**src/rtl/pcint_pkg.sv**
```systemverilog
package pcint_pkg;
  localparam int unsigned PCINT_PINS = 8;

  typedef enum logic {
    CLR_ON_PORT = 1'b0,
    CLR_ON_CAP  = 1'b1
  } pcint_clr_e;
endpackage

```
**src/rtl/pcint_sync.sv**
```systemverilog
module pcint_sync #(
  parameter int unsigned N      = pcint_pkg::PCINT_PINS,
  parameter int unsigned STAGES = 2
) (
  input  logic         clk,
  input  logic         rst_n,
  input  logic [N-1:0] d_in,
  output logic [N-1:0] q_out
);
  logic [N-1:0] stage_q [STAGES];

  genvar g;
  generate
    for (g = 0; g < STAGES; g++) begin : g_stage
      always_ff @(posedge clk or negedge rst_n) begin
        if (!rst_n) begin
          stage_q[g] <= '0;
        end else begin
          stage_q[g] <= (g == 0) ? d_in : stage_q[(g == 0) ? 0 : g-1];
        end
      end
    end
  endgenerate

  assign q_out = stage_q[STAGES-1];
endmodule

```
**src/rtl/pcint_detect.sv**
```systemverilog
module pcint_detect #(
  parameter int unsigned N = pcint_pkg::PCINT_PINS
) (
  input  logic [N-1:0] cur,
  input  logic [N-1:0] prev,
  input  logic [N-1:0] en_mask,
  input  logic [N-1:0] mode_mask,
  input  logic [N-1:0] ref_val,
  output logic [N-1:0] first_hit,
  output logic         any_hit
);
  logic [N-1:0] hit;

  genvar g;
  generate
    for (g = 0; g < N; g++) begin : g_pin
      assign hit[g] = en_mask[g] & (mode_mask[g] ? (cur[g] ^ ref_val[g])
                                                 : (cur[g] ^ prev[g]));
    end
  endgenerate

  // lowest-numbered pin wins
  always_comb begin
    first_hit = '0;
    for (int i = N-1; i >= 0; i--) begin
      if (hit[i]) first_hit = N'(1) << i;
    end
  end

  assign any_hit = |hit;
endmodule

```
**src/rtl/pcint_capture.sv**
```systemverilog
module pcint_capture #(
  parameter int unsigned N = pcint_pkg::PCINT_PINS
) (
  input  logic         clk,
  input  logic         rst_n,
  input  logic [N-1:0] cur,
  input  logic [N-1:0] first_hit,
  input  logic         any_hit,
  input  logic         clr,
  output logic [N-1:0] prev,
  output logic [N-1:0] flag_q,
  output logic [N-1:0] cap_q,
  output logic         pending
);
  assign pending = |flag_q;

  always_ff @(posedge clk or negedge rst_n) begin
    if (!rst_n) begin
      flag_q <= '0;
      cap_q  <= '0;
      prev   <= '0;
    end else begin
      if (!pending) prev <= cur;
      if (pending) begin
        if (clr) flag_q <= '0;
      end else if (any_hit) begin
        flag_q <= first_hit;
        cap_q  <= cur;
      end
    end
  end
endmodule

```
**src/rtl/pcint_drive.sv**
```systemverilog
module pcint_drive (
  input  logic pending,
  input  logic act_high,
  input  logic open_drain,
  output logic int_drv,
  output logic int_oe
);
  always_comb begin
    if (open_drain) begin
      int_drv = 1'b0;
      int_oe  = pending;
    end else begin
      int_drv = act_high ? pending : ~pending;
      int_oe  = 1'b1;
    end
  end
endmodule

```
**src/rtl/pcint_unit.sv**
```systemverilog
module pcint_unit #(
  parameter int unsigned N = pcint_pkg::PCINT_PINS
) (
  input  logic         clk,
  input  logic         rst_n,
  input  logic [N-1:0] pin_in,
  input  logic [N-1:0] en_mask,
  input  logic [N-1:0] mode_mask,
  input  logic [N-1:0] ref_val,
  input  logic         ctl_clr_on_cap,
  input  logic         ctl_act_high,
  input  logic         ctl_open_drain,
  input  logic         rd_port_stb,
  input  logic         rd_cap_stb,
  output logic [N-1:0] flag_o,
  output logic [N-1:0] cap_o,
  output logic         int_drv,
  output logic         int_oe
);
  import pcint_pkg::*;

  logic [N-1:0] cur;
  logic [N-1:0] prev;
  logic [N-1:0] first_hit;
  logic         any_hit;
  logic         pending;
  logic         clr;
  pcint_clr_e   clr_src;

  assign clr_src = pcint_clr_e'(ctl_clr_on_cap);
  assign clr     = (clr_src == CLR_ON_CAP) ? rd_cap_stb : rd_port_stb;

  pcint_sync #(.N(N), .STAGES(2)) u_sync (
    .clk  (clk),
    .rst_n(rst_n),
    .d_in (pin_in),
    .q_out(cur)
  );

  pcint_detect #(.N(N)) u_detect (
    .cur      (cur),
    .prev     (prev),
    .en_mask  (en_mask),
    .mode_mask(mode_mask),
    .ref_val  (ref_val),
    .first_hit(first_hit),
    .any_hit  (any_hit)
  );

  pcint_capture #(.N(N)) u_capture (
    .clk      (clk),
    .rst_n    (rst_n),
    .cur      (cur),
    .first_hit(first_hit),
    .any_hit  (any_hit),
    .clr      (clr),
    .prev     (prev),
    .flag_q   (flag_o),
    .cap_q    (cap_o),
    .pending  (pending)
  );

  pcint_drive u_drive (
    .pending   (pending),
    .act_high  (ctl_act_high),
    .open_drain(ctl_open_drain),
    .int_drv   (int_drv),
    .int_oe    (int_oe)
  );
endmodule

```
**config.mk**
```make
export PLATFORM = sky130hd
export DESIGN_NAME = pcint_unit
export DESIGN_NICKNAME = d
export VERILOG_FILES = /design/src/rtl/pcint_pkg.sv /design/src/rtl/pcint_sync.sv /design/src/rtl/pcint_detect.sv /design/src/rtl/pcint_capture.sv /design/src/rtl/pcint_drive.sv /design/src/rtl/pcint_unit.sv
export SDC_FILE = /design/constraint.sdc
export NUM_CORES = 1
export LEC_CHECK = 0
export BUFFER_PORTS_ARGS = -buffer_cell sky130_fd_sc_hd__buf_2
export CORE_MARGIN = 2
export CORE_UTILIZATION = 45
export DETAILED_ROUTE_END_ITERATION = 6
export PLACE_DENSITY = 0.82
export SLEW_MARGIN = 10
export SYNTH_ARGS = -nofsm -noshare
export SYNTH_HDL_FRONTEND = slang
export SYNTH_HIERARCHICAL = 1
export SYNTH_SLANG_ARGS = --single-unit
export TNS_END_PERCENT = 100
```
**constraint.sdc**
```tcl
create_clock -name clk -period 2.3 [get_ports clk]
set_clock_uncertainty 0.2 [all_clocks]
set_input_delay 0.46 -clock clk [delete_from_list [all_inputs] [get_ports clk]]
set_output_delay 0.46 -clock clk [all_outputs]
set_load 0.05 [all_outputs]
```
==> results of run 1 <==
[cells by family (layout without fill, tap and decap cells)]
| family | count (synthesis) | after routing | synth area share (%) |
|---|---|---|---|
| xor gates and xnor gates | 3 | 3 | 1.49 |
| DFF | 40 | 40 | 56.6 |
| buffers and inverters | 26 | 91 | 7.64 |
| muxes | 31 | 31 | 19.4 |
| and+or+nand+nor | 31 | 32 | 12.1 |
| AOI/OAI and AO/OA | 8 | 8 | 2.83 |
[power groups by stage]
stage               Combinational [mW]  Clock [mW]  Sequential (mW)
detailed placement                1.72           0             1.06
finish                            1.98       0.422             1.05
global route                      2.11       0.480             1.08
CTS                               1.86       0.443             1.05
floorplan                        0.937           0             1.43
global placement                  1.68           0             1.06
[cell usage in the layout (no fill, tap or decap), types with 2 or more instances in the layout]
cell      count
buf_2        54
dfrtp_1      40
inv_1        16
mux2i_1      14
buf_4        11
mux2_4        9
o22ai_1       8
mux2_2        8
nand2_1       8
nand2b_1      6
clkbuf_8      5
buf_6         2
nor4_4        2
xnor2_1       2
and4bb_1      2
nor3_1        2
[timing repair]
item / CTS / global route
hold endpoints to repair: 0 / 0
setup endpoints to repair: 2 / 18
hold buffers: 0 / 0
pin swaps: 3 / 3
gates cloned: 0 / 1
resized for setup: 7 / 7
buffers inserted: 3 / 1
[metal layers]
metal / routed length [um] / up-vias / track usage, %
met5: 0 / - / 0
met1: 1340 / 584 / 20.8
met4: 52 / 0 / 5.87
met3: 205 / 5 / 5.74
met2: 1620 / 38 / 29.5
li1: - / 592 / -
[critical path: stages (launching register included)]
cell and delay, ns:
dfrtp_1 0.38, mux2i_1 0.16, mux2i_1 0.12, or4_4 0.54, nand4b_1 0.29, nand3_4 0.20
mux2_4 0.31
[how the worst min path moves through the flow]
| stage | start | to | cells past startpoint |
|---|---|---|---|
| finish | rst_n | u_capture/prev[7]$_DFFE_PN0N_ | 2 |
| floorplan | rst_n | u_capture/cap_q[0]$_DFFE_PN0P_ | 0 |
| CTS | rst_n | u_capture/cap_q[2]$_DFFE_PN0P_ | 2 |
| detailed placement | u_sync/stage_q[10]$_DFF_PN0_ | u_sync/q_out[2]$_DFF_PN0_ | 0 |
| global route | rst_n | u_capture/cap_q[2]$_DFFE_PN0P_ | 2 |
| global placement | u_sync/stage_q[8]$_DFF_PN0_ | u_sync/q_out[0]$_DFF_PN0_ | 0 |
[state kept, by name, summed over array words and instances, names as in the netlist]
register          cells
u_capture/cap_q       8
u_capture/flag_q      8
u_capture/prev        8
u_sync/q_out          8
u_sync/stage_q        8
[area by class of cell]
cell class / count / area [um^2] / area share (%)
multi-input cells: 74 / 706 / 30.8
well taps: 48 / 60.1 / 2.62
flip-flops and latches: 40 / 1000 / 43.6
clock inverters: 1 / 5.00 / 0.218
clock buffers: 6 / 72.6 / 3.16
repair buffers: 68 / 390 / 17.0
inverters: 16 / 60.1 / 2.62
==> flow_metrics.env, run 1 <==
export IMPL_outcome="finished with violations"
export IMPL_violations="negative setup slack"
export IMPL_die_w_um=66.7
export IMPL_grt_max_degree=41
export IMPL_syn_inst=139
export IMPL_yosysSeqAreaShare_pct=56.6
export IMPL_syn_avg_cell_area_um2=12.7
export IMPL_drc_errors=0
export IMPL_end_kind="flip-flop"
export IMPL_critPathRequiredTime_ns=2.28
export IMPL_final_instance_count_excl_fill=253
export IMPL_drtPass1Iterations=4
export IMPL_nets=244
export IMPL_max_slew_margin_pct=68.5
export IMPL_cts_buffer_depth=2
export IMPL_leakage_nw=1.16
export IMPL_via_per_inst=4.82
export IMPL_grt_pass1_wl_um=5630
export IMPL_insertion_delay_ns=0.29
export IMPL_post_route_period_util_pct=100
export IMPL_yosys_area_top_type="dfrtp_1"
export IMPL_place_gp_congestion=0.779
export IMPL_rr_worst_depth=6
export IMPL_worstMarginPinSlew_ns=0.472
export IMPL_whs_ns=0.0119
export IMPL_p_int_mw=2.02
export IMPL_rows=22
export IMPL_clkPwrFrac_pct=12.2
export IMPL_cts_sinks=40
export IMPL_netlist_cell_type_count=25
export IMPL_final_core_util_pct=61.8
export IMPL_worstHoldPathType="input pin to async pin"
export IMPL_synth_edf_count=0
export IMPL_dp_cells=241
export IMPL_drt_iter0_drc=45
export IMPL_synth_top_area_share_pct=56.6
export IMPL_synthTopCellsByCount="40 x dfrtp_1, 16 x inv_1, 14 x mux2_2, 14 x mux2i_1"
export IMPL_cts_buffers=5
export IMPL_p_sw_share_pct=41.5
export IMPL_clk_pin_slew_worst_paths_ns=0.07
export IMPL_total_power_mw=3.45
export IMPL_p_comb_share_pct=57.3
export IMPL_net_switching_power_mw=1.43
export IMPL_syn_area_um2=1770
export IMPL_io_pins=57
export IMPL_grt_remaining_overflow=0
export IMPL_routed_wirelength_um=3210
export IMPL_detail_route_wl_per_cell_um=12.7
export IMPL_vias=1219
export IMPL_ys_ff_latch=40
export IMPL_crit_path_start="u_capture/prev[4]$_DFFE_PN0N_"
export IMPL_timing_final_ws_setup_ns=-0.00370
export IMPL_cap_violations=0
export IMPL_io_buffer_count=56
export IMPL_slew_viol_final=0
export IMPL_core_area_um2=3720
export IMPL_fin_area_um2=2290
export IMPL_crit_reg2reg_launch="u_capture/prev[4]$_DFFE_PN0N_"
export IMPL_cts_tree="yes"
export IMPL_antenna_found_initial=0
export IMPL_yosysWarnings=6
export IMPL_max_clock_freq_mhz=434
export IMPL_path_class="flip-flop to flip-flop"
export IMPL_peakVddDrop_uv=828
export IMPL_ys_async_sr_fraction_pct=100
export IMPL_postRouteAntennaNets=0
export IMPL_r2r_slack_ns=-0.004
export IMPL_worstPathArrival_ns=2.28
export IMPL_ctsHtreeMaxLevel=2
export IMPL_crit_path_end="u_capture/cap_q[4]$_DFFE_PN0P_"
export IMPL_start_kind="flip-flop"
export IMPL_syn_nets=178
export IMPL_syn2layout_area_growth_pct=29.7
export IMPL_finalHoldViolations=0
export IMPL_rr_endpoint="u_capture/cap_q[4]$_DFFE_PN0P_"
export IMPL_cts_root_buffer="clkbuf_8"
export IMPL_grtUsageTotal_pct=17.4
export IMPL_die_h_um=66.7
export IMPL_cp_max_fo=5
export IMPL_synthFlopType="dfrtp_1"
export IMPL_antenna_cells=0
export IMPL_rsz0062_at_grt="true"
export IMPL_min_period_ns=2.30
export IMPL_place_ws_ns=-0.215
export IMPL_setup_viol=7
export IMPL_seqPwrFrac_pct=30.5
export IMPL_synth_area_leaders="dfrtp_1 57%, mux2_2 8.9%, mux2i_1 7.9%"
export IMPL_nFillCells=341
export IMPL_dpl_cell_area_um2=2120
export IMPL_tns_ns=-0.0127
export IMPL_dp_hpwl_um=2470
export IMPL_die_area_um2=4450
export IMPL_power_density_nw_per_um2=1510
export IMPL_yosysMostFrequentCell="dfrtp_1"
export IMPL_initial_core_util_pct=47.6
export IMPL_grt_pass1_vias=1255
export IMPL_drive_above_1_share_pct=48.8
No activity file was read; power rests on OpenSTA's default activity.
==> run 2: changes to the inputs <==
--- a/constraint.sdc
+++ b/constraint.sdc
@@ -4,2 +4,2 @@
 set_output_delay 0.46 -clock clk [all_outputs]
-set_load 0.05 [all_outputs]
+set_load 0.005 [all_outputs]
==> run 2 against run 1 <==
Effect of this change:
- the flow now finishes without violations
- wire length shrank 3.1%
- utilization down 2.4 points
- global-route usage shrank 2.0 points
==> flow_metrics.env, run 2 (synthesis results as in run 1) <==
export IMPL_outcome="finished clean"
export IMPL_grt_remaining_overflow=0
export IMPL_path_class="flip-flop to flip-flop"
export IMPL_rsz0062_at_grt="true"
export IMPL_p_comb_share_pct=45.8
export IMPL_end_kind="flip-flop"
export IMPL_post_route_period_util_pct=98.4
export IMPL_dp_cells=242
export IMPL_detail_route_wl_per_cell_um=12.5
export IMPL_antenna_found_initial=0
export IMPL_min_period_ns=2.26
export IMPL_crit_chain="mux2i_1 -> mux2i_1 -> or4_4 -> nand4b_1 -> nand3_4 -> mux2_2"
export IMPL_antenna_cells=0
export IMPL_grt_pass1_wl_um=4940
export IMPL_die_area_um2=4450
export IMPL_cts_hold_fix_buffers=0
export IMPL_slew_viol_final=0
export IMPL_syn2layout_area_growth_pct=24.6
export IMPL_rows=22
export IMPL_cap_violations=0
export IMPL_total_power_mw=2.71
export IMPL_cts_sinks=40
export IMPL_max_clock_freq_mhz=442
export IMPL_nFillCells=323
export IMPL_die_w_um=66.7
export IMPL_insertion_delay_ns=0.29
export IMPL_rr_endpoint="u_capture/cap_q[2]$_DFFE_PN0P_"
export IMPL_rr_worst_depth=6
export IMPL_final_core_util_pct=59.3
export IMPL_place_gp_congestion=0.777
export IMPL_power_density_nw_per_um2=1230
export IMPL_mostFrequentLayoutCells="56 x buf_2, 40 x dfrtp_1, 16 x inv_1, 14 x mux2_2, 14 x mux2i_1"
export IMPL_cts_buffer_depth=2
export IMPL_worstPathArrival_ns=2.24
export IMPL_crit_top_cell="mux2i_1"
export IMPL_crit_reg2reg_launch="u_capture/prev[4]$_DFFE_PN0N_"
export IMPL_mostFrequentLayoutCell="buf_2"
export IMPL_net_switching_power_uw=877
export IMPL_drc_errors=0
export IMPL_io_pins=57
export IMPL_crit_path_top_delay_cell="or4_4"
export IMPL_routed_wirelength_um=3110
export IMPL_grt_max_degree=41
export IMPL_drive_above_1_share_pct=47.0
export IMPL_start_kind="flip-flop"
export IMPL_finalHoldViolations=0
export IMPL_core_area_um2=3720
export IMPL_setup_viol=0
export IMPL_io_buffer_count=56
export IMPL_drtPass1Iterations=2
export IMPL_max_slew_margin_pct=67.4
export IMPL_clk_pin_slew_worst_paths_ns=0.07
export IMPL_critPathRequiredTime_ns=2.28
export IMPL_cts_buffers=5
export IMPL_grt_pass1_vias=1141
export IMPL_clkPwrFrac_pct=15.8
export IMPL_via_per_inst=4.70
export IMPL_ctsHtreeMaxLevel=2
export IMPL_drt_iter0_drc=50
export IMPL_postRouteAntennaNets=0
export IMPL_vias=1175
export IMPL_dp_hpwl_um=2470
export IMPL_cp_max_fo=9
export IMPL_initial_core_util_pct=47.6
export IMPL_p_int_mw=1.84
export IMPL_cts_tree="yes"
export IMPL_die_h_um=66.7
export IMPL_nets=241
export IMPL_peakVddDrop_uv=656
export IMPL_grtUsageTotal_pct=15.4
export IMPL_p_sw_share_pct=32.3
export IMPL_seqPwrFrac_pct=38.4
export IMPL_leakage_nw=1.10
export IMPL_worstMarginPinSlew_ns=0.489
export IMPL_worstHoldPathType="input pin to async pin"
export IMPL_final_instance_count_excl_fill=250
export IMPL_cts_root_buffer="clkbuf_8"
export IMPL_r2r_slack_ns=0.04
export IMPL_slowest_delay_ns=0.54
## run 2: stage by stage
stage / TNS [ns] / setup slack [ns] / hold WS, ns / cell area [um^2]
CTS: 0 / 0.00415 / 0.0231 / 2180
floorplan: -0.201 / -0.100 / -0.0356 / 1770
global placement: -1.74 / -0.159 / 0.131 / 2100
detailed placement: -2.43 / -0.207 / 0.136 / 2100
global route: -0.386 / -0.0653 / 0.0481 / 2200
finish: 0 / 0.0359 / 0.0158 / 2200
## run 2: per-layer routing
layer | wire [um] | global-route usage (%) | vias to the layer above
li1 | - | - | 585
met1 | 1250 | 18.3 | 558
met2 | 1650 | 26.8 | 30
met3 | 185 | 3.89 | 2
met4 | 24 | 6.12 | 0
met5 | 0 | 0 | -
## run 2: worst max path at each step
stage | endpoint | depth (start not counted) | startpoint | slack [ns]
after detailed placement | u_capture/cap_q[1]$_DFFE_PN0P_ | 7 | mode_mask[4] | -0.21
final | u_capture/cap_q[2]$_DFFE_PN0P_ | 6 | u_capture/prev[4]$_DFFE_PN0N_ | 0.04
after CTS | int_drv | 5 | u_capture/flag_q[7]$_DFFE_PN0P_ | 0.004
after global routing | u_capture/cap_q[1]$_DFFE_PN0P_ | 6 | u_capture/prev[2]$_DFFE_PN0N_ | -0.07
after floorplan | u_capture/cap_q[5]$_DFFE_PN0P_ | 7 | mode_mask[2] | -0.10
after global placement | u_capture/cap_q[2]$_DFFE_PN0P_ | 7 | mode_mask[4] | -0.16
## run 2: timing repair
item	CTS	global route
endpoints found under the hold margin	0	0
gates resized for setup	0	2
endpoints found under the setup margin	0	10
setup buffers	0	1
## run 2: power by group through the flow
stage                     logic (mW)  registers (mW)  clock network, mW
after detailed placement        1.22            1.05                  0
after floorplan                0.822            1.03                  0
after global placement          1.18            1.04                  0
after global routing            1.35            1.07              0.480
final                           1.24            1.04              0.430
after CTS                       1.22            1.04              0.448
## run 2: area by class of cell
cell class	count	area, um^2	area share, %
tap	48	60.1	2.72
clock buffer	5	68.8	3.12
inverter	16	60.1	2.72
sequential	40	1000	45.4
multi-input combinational	73	647	29.3
clock inverter	2	12.5	0.568
timing repair buffer	66	355	16.1
## run 2: critical path, delay by kind of cell (launching register included)
family        cells  cell delay (ns)
flops             1             0.38
mux               3             0.63
simple gates      3             0.95
